**src/rtl/debounce_pkg.sv**
```systemverilog
package debounce_pkg;

    // Two-tap feedback position for each supported stage count
    function automatic int unsigned tap_of(input int unsigned stages);
        case (stages)
            4:       tap_of = 3;
            5:       tap_of = 3;
            6:       tap_of = 5;
            default: tap_of = 3;
        endcase
    endfunction

    // Number of consecutive differing ticks before a flip is reported
    function automatic int unsigned settle_ticks(input int unsigned stages);
        settle_ticks = (1 << stages) - 1;
    endfunction

    // Per-tick decision vectors handed from compare to state logic
    typedef enum logic [0:0] {
        TICK_IDLE = 1'b0,
        TICK_RUN  = 1'b1
    } tick_mode_e;

endpackage

```
**src/rtl/dbn_compare.sv**
```systemverilog
module dbn_compare #(
    parameter int unsigned N = 8
) (
    input  logic [N-1:0] raw_i,
    input  logic [N-1:0] level_i,
    output logic [N-1:0] differ_o,
    output logic [N-1:0] agree_o
);
    always_comb begin
        differ_o = raw_i ^ level_i;
        agree_o  = ~differ_o;
    end
endmodule

```
**src/rtl/dbn_lfsr_bank.sv**
```systemverilog
module dbn_lfsr_bank
    import debounce_pkg::*;
#(
    parameter int unsigned N      = 8,
    parameter int unsigned STAGES = 4
) (
    input  logic             clk_i,
    input  logic             rst_i,
    input  tick_mode_e       mode_i,
    input  logic [N-1:0]     restart_i,
    output logic [N-1:0]     settled_o
);
    localparam int unsigned TAP     = tap_of(STAGES);
    localparam int unsigned TAP_IDX = TAP - 1;

    logic [N-1:0] stage_q   [STAGES];
    logic [N-1:0] stepped   [STAGES];
    logic [N-1:0] stage_d   [STAGES];

    // Advance: shift toward stage 0, old stage 0 feeds the top stage and the tap
    for (genvar k = 0; k < STAGES; k++) begin : g_step
        if (k == STAGES - 1) begin : g_top
            assign stepped[k] = stage_q[0];
        end else if (k == TAP_IDX) begin : g_tap
            assign stepped[k] = stage_q[k+1] ^ stage_q[0];
        end else begin : g_plain
            assign stepped[k] = stage_q[k+1];
        end
        assign stage_d[k] = (mode_i == TICK_RUN) ? (stepped[k] | restart_i) : stage_q[k];
    end

    // All-ones detect taken after the advance step
    always_comb begin
        settled_o = '1;
        for (int k = 0; k < STAGES; k++) begin
            settled_o = settled_o & stepped[k];
        end
    end

    always_ff @(posedge clk_i) begin
        for (int k = 0; k < STAGES; k++) begin
            if (rst_i) begin
                stage_q[k] <= '1;
            end else begin
                stage_q[k] <= stage_d[k];
            end
        end
    end
endmodule

```
**src/rtl/dbn_state.sv**
```systemverilog
module dbn_state
    import debounce_pkg::*;
#(
    parameter int unsigned N           = 8,
    parameter logic [N-1:0] RESET_VALUE = '0
) (
    input  logic         clk_i,
    input  logic         rst_i,
    input  tick_mode_e   mode_i,
    input  logic [N-1:0] flip_i,
    output logic [N-1:0] level_o,
    output logic [N-1:0] strobe_o
);
    logic [N-1:0] flip_gated;

    always_comb begin
        flip_gated = (mode_i == TICK_RUN) ? flip_i : '0;
    end

    always_ff @(posedge clk_i) begin
        if (rst_i) begin
            level_o  <= RESET_VALUE;
            strobe_o <= '0;
        end else begin
            level_o  <= level_o ^ flip_gated;
            strobe_o <= flip_gated;
        end
    end
endmodule

```
**src/rtl/vert_lfsr_debounce.sv**
```systemverilog
module vert_lfsr_debounce
    import debounce_pkg::*;
#(
    parameter int unsigned  N           = 8,
    parameter int unsigned  STAGES      = 4,
    parameter logic [N-1:0] RESET_VALUE = '0
) (
    input  logic         clk_i,
    input  logic         rst_i,
    input  logic         sample_en_i,
    input  logic [N-1:0] raw_i,
    output logic [N-1:0] debounced_o,
    output logic [N-1:0] changed_o
);
    tick_mode_e   mode;
    logic [N-1:0] differ;
    logic [N-1:0] agree;
    logic [N-1:0] settled;
    logic [N-1:0] flip;

    assign mode = sample_en_i ? TICK_RUN : TICK_IDLE;

    dbn_compare #(.N(N)) u_cmp (
        .raw_i    (raw_i),
        .level_i  (debounced_o),
        .differ_o (differ),
        .agree_o  (agree)
    );

    dbn_lfsr_bank #(.N(N), .STAGES(STAGES)) u_bank (
        .clk_i     (clk_i),
        .rst_i     (rst_i),
        .mode_i    (mode),
        .restart_i (agree),
        .settled_o (settled)
    );

    assign flip = differ & settled;

    dbn_state #(.N(N), .RESET_VALUE(RESET_VALUE)) u_state (
        .clk_i    (clk_i),
        .rst_i    (rst_i),
        .mode_i   (mode),
        .flip_i   (flip),
        .level_o  (debounced_o),
        .strobe_o (changed_o)
    );
endmodule

```
**config.mk**
```make
export PLATFORM = sky130hd
export DESIGN_NAME = vert_lfsr_debounce
export DESIGN_NICKNAME = d
export VERILOG_FILES = /design/src/rtl/debounce_pkg.sv /design/src/rtl/dbn_compare.sv /design/src/rtl/dbn_lfsr_bank.sv /design/src/rtl/dbn_state.sv /design/src/rtl/vert_lfsr_debounce.sv
export SDC_FILE = /design/constraint.sdc
export NUM_CORES = 1
export LEC_CHECK = 0
export BUFFER_PORTS_ARGS = -buffer_cell sky130_fd_sc_hd__buf_2
export CAP_MARGIN = 5
export CORE_MARGIN = 4
export CORE_UTILIZATION = 55
export DETAILED_ROUTE_END_ITERATION = 6
export GPL_TIMING_DRIVEN = 1
export PLACE_DENSITY_LB_ADDON = 0.15
export SYNTH_ARGS = -nofsm -noshare
export SYNTH_HDL_FRONTEND = slang
export SYNTH_SLANG_ARGS = --single-unit
```
**constraint.sdc**
```tcl
create_clock -name clk_i -period 1.8 [get_ports clk_i]
set_input_delay 0.18 -clock clk_i [delete_from_list [all_inputs] [get_ports clk_i]]
set_output_delay 0.18 -clock clk_i [all_outputs]
set_load 0.005 [all_outputs]
```
Yosys cells after proc, flatten, opt, wreduce, memory -nomap -nowiden
Memory sizes are Yosys's and may differ from the RTL's.
Cells that the tools add are included.
{ "totals": {"mem_bits_ro": 0, "ff_bits": 16, "mem_count": 1, "latch_bits": 0, "output_inout_bits": 16, "in_bits": 11, "word_cells": 32, "ramBits": 32} }
{ "classes": {"order_cmp": 0, "div_mod_pow": 0, "n_mul": 0, "addsub": 0, "n_bitwise": 16, "n_mux": 13, "eq_ne": 0, "shifts": 0, "n_reduce_logical": 0} }
{ "memory_table": {"columns": ["memory", "words", "width", "read_ports", "rd_clocked_by_memory_dff", "write_ports", "line_no", "text"], "rows": [
  ["u_bank.stage_q", 4, 8, 4, 0, 4, "dbn_lfsr_bank.sv:16", "logic [N-1:0] stage_q [STAGES];"]
]} }
{ "ops": {"columns": ["cell", "n"], "rows": [
  ["8-bit 2-to-1 mux", 9],
  ["8-bit AND", 4],
  ["8-bit bitwise OR", 4],
  ["8-bit bitwise XOR", 3],
  ["8-bit NOT", 1],
  ["1-bit 2-to-1 mux", 4],
  ["1-bit bitwise OR", 4]
]} }

Depth between registers and ports, before layout
{ "logic_depth": {"ltp_word": 6, "ltp_mapped": 5, "ltp_nobuf": 3} }

Cells and area by module
From an unflattened synthesis, not the netlist that was laid out.
{ "hier_totals": {"cells_unflattened": 241, "hier_area_um2": 2230.9} }
{ "by_module_without_submodules": {"columns": ["mod", "area_per_inst_um2", "cells_each", "seq_area_each_um2", "instances"], "rows": [
  ["dbn_lfsr_bank", 1433.9, 159, 640.6, 1],
  ["dbn_state", 606.8, 58, 320.3, 1],
  ["dbn_compare", 140.1, 16, 0.0, 1],
  ["vert_lfsr_debounce", 50.0, 8, 0.0, 1]
]} }

Least setup slack after synthesis
Ideal clock, no wire load.
{ "synth_timing": {"kind": "reg2reg", "from": "register u_state.level_o[7]", "to": "memory u_bank.stage_q[2][7]", "arrival_ps": 838, "required_time_ps": 1726, "setup_slack_ps": 888, "period_less_slack_ps": 912, "stages_incl_launch_ff": 4, "setup_ps": 74, "n_path_buf": 0, "path_cell_list": "dfxtp_1 xnor2_1 nor2_1 a31oi_1"} }
{ "synth_lines": {"columns": ["element", "line_no", "text"], "rows": [
  ["start: declaration", "dbn_state.sv:11", "output logic [N-1:0] level_o,"],
  ["start signal: assignment", "dbn_state.sv:25", "level_o <= level_o ^ flip_gated;"],
  ["end: declaration", "dbn_lfsr_bank.sv:16", null]
]} }

==> flow_metrics.py <==
metrics = {
    "outcome": {
        "outcome": "complete, no violations",
    },
    "synth": {
        "synthTopCellsByArea": "dfxtp_1 (48%), nor3b_1 (12%), nor2_1 (7.3%), o21ai_0 (6.7%), mux2i_1 (4.0%)",
        "ys_seq_elements": 48,
        "syn_nets": 241,
        "synth.distinct_cells": 22,
        "synth_compound_area_share_pct": 8.00,
        "synth_adder_area_share_pct": 0,
        "synth_top_area_share_pct": 47.6,
        "synth.avg_cell_area_sq_um": 8.77,
        "netlist_area_sq_um": 2020,
        "synth_top_family_by_area": "simple AND/OR/NAND/NOR gates",
        "synth_top_cell_by_area": "dfxtp_1",
        "synthXorXnorAreaFrac_pct": 6.94,
        "ys_warn_count": 0,
        "syn_inst": 230,
        "muxShareOfSynthArea_pct": 3.97,
        "yosys.area_share.simple_pct": 29.0,
        "yosysSeqAreaShare_pct": 47.6,
    },
    "floorplanning": {
        "core.rowCount": 21,
        "ios": 27,
        "dieArea_sq_um": 4700,
        "die_h_um": 68.6,
        "design.core.area_sq_um": 3440,
        "fp.dieW_um": 68.6,
        "initial_core_util_pct": 58.6,
    },
    "critical_path": {
        "slowest_stage": "xnor2_1",
        "path_max_fanout": 5,
        "required_ns": 2.01,
        "worstPathArrival_ns": 1.29,
        "crit_chain": "xnor2_1 -> nor3b_1 -> o21ai_0",
        "path_class": "flip-flop to flip-flop",
        "cp-start-kind": "flip-flop",
        "cpPeakStageDelay_ns": 0.38,
        "worstSetupEndpointType": "flip-flop",
        "rr_worst_depth": 3,
    },
    "sta": {
        "fin_crit_sh_pct": 59.7,
        "final_hold_viol_count": 0,
        "skew_ns": 0.00427,
        "tightestPinTransition_ns": 0.428,
        "fmax_mhz": 930,
        "whs_ns": 0.144,
        "fin_setup_tns_ns": 0,
        "setup_viol": 0,
        "slew_viol_final": 0,
        "slew_headroom_pct": 71.3,
        "rsz0062_at_grt": "false",
        "layout_min_cycle_time_ns": 1.07,
        "setup_ws_ns": 0.725,
    },
    "global_routing": {
        "grt-ovfl-total": 0,
        "grtUsageTotal_pct": 16.6,
        "grt_max_degree": 31,
        "grt_pass1_wl_mm": 5.87,
        "antenna_found_initial": 0,
        "first_global_vias": 1370,
    },
    "worst_hold_path": {
        "min-delay-path-class": "input pin to flip-flop",
        "hold_depth": 3,
    },
    "clocking": {
        "post_cts_resized": 0,
        "cts_inserted_buffers": 5,
        "clk_latency_ns": 0.29,
        "root_buffer": "clkbuf_8",
        "ctsHoldBuffers": 0,
        "clock_sinks": 48,
        "cts_tree": "yes",
        "clockBufferDepth": 2,
        "cts_post_setup_buffers_inserted": 0,
        "htreeDepth": 2,
        "clk_pin_slew_ns": 0.08,
    },
    "drt": {
        "vias_per_cell": 5.20,
        "vias": 1561,
        "wirelength_mm": 3.48,
        "dr.pass1.iters": 6,
        "drc": 0,
        "ant_nets": 0,
        "routedWlPerCell_um": 11.6,
        "drt-initial-drc-count": 86,
    },
    "power": {
        "p_leak_nw": 0.851,
        "ir_worst_vdd_mv": 0.532,
        "total_power_mw": 1.86,
        "power_density_nw_per_um2": 822,
    },
    "job": {
        "cap_violations": 0,
    },
    "cells_and_area": {
        "syn_to_final_growth_pct": 12.3,
        "num_antenna_cells": 0,
        "layout_common_cells": "dfxtp_1 (48), nor2_1 (39), nor3b_1 (31), o21ai_0 (27), buf_2 (26)",
        "nets": 264,
        "fin_area_sq_um": 2270,
        "drive_gt1_share_pct": 15.4,
        "stdcell_count": 300,
        "final_util_pct": 65.9,
        "final_common_cell": "dfxtp_1",
    },
    "placed_design": {
        "placedCellCount": 292,
        "numPortBuffers": 26,
        "placed_area_sq_um": 2170,
        "gp_congestion": 0.686,
        "dp_slack_ns": 0.497,
        "hpwlAfterDp_mm": 2.36,
    },
}
-- final timing paths --
| path | start | to | slack (ns) |
|---|---|---|---|
| worst max-delay path | u_state.level_o[6] | u_bank.stage_q[0][6] | 0.73 |
| worst min-delay path | raw_i[5] | u_state.level_o[5] | 0.14 |
| worst max register to register | u_state.level_o[6] | u_bank.stage_q[0][6] | 0.73 |
| worst min register to register | u_state.level_o[4] | u_state.level_o[4] | 0.49 |
-- worst max-delay path: cells and delay by family, from the launching register on --
kind            cells  cell delay [ns]
xor+xnor            1             0.38
flops               1             0.33
compound gates      1             0.19
simple gates        1             0.10
-- layout make-up --
type	instances	area [sq um]
multi-input cells	167	967
flip-flops and latches	48	961
repair buffers	30	185
inverters	1	3.75
clock buffers	6	82.6
well taps	46	57.6
clock inverters	2	10.0
fillers	300	1170
-- cell families (layout without fill, tap and decap cells) --
logic type      after synthesis  after routing
flops                        48             48
xor+xnor                     16             16
simple gates                111            111
mux                           8              8
compound gates               32             32
buf+inv                      15             39
-- flip-flops by register name (all words and copies together), names as in the netlist --
| name | count |
|---|---|
| u_bank.stage_q | 32 |
| u_state.strobe_o | 8 |
| u_state.level_o | 8 |
-- cell usage after synthesis --
library cell and count:
dfxtp_1 48, and2b_1 1, mux2i_1 8, nand4_1 1, nor4_1 7, nor3_1 2
nor2_1 39, nor3b_1 31, o21ai_1 4, nand3_1 7, nand2_1 16, xor2_1 8
xnor2_1 8, clkbuf_1 1, clkbuf_2 3, nand2b_1 7, inv_2 1, buf_6 2
o21ai_0 27, a31oi_1 1, buf_2 6, buf_4 2
-- per-layer routing --
metal  up-vias  track usage, %  wire, um
met5         -               0         0
met4         0            5.96        49
met3         5            4.38       112
met2        18            28.1      1660
met1       717            20.1      1660
li1        821               -         -
-- power breakdown --
group          internal [mW]  switching [mW]
sequential              1.08          0.0122
combinational         0.0526          0.0744
clock                  0.307           0.341
Power figures use the tool's default switching activity.
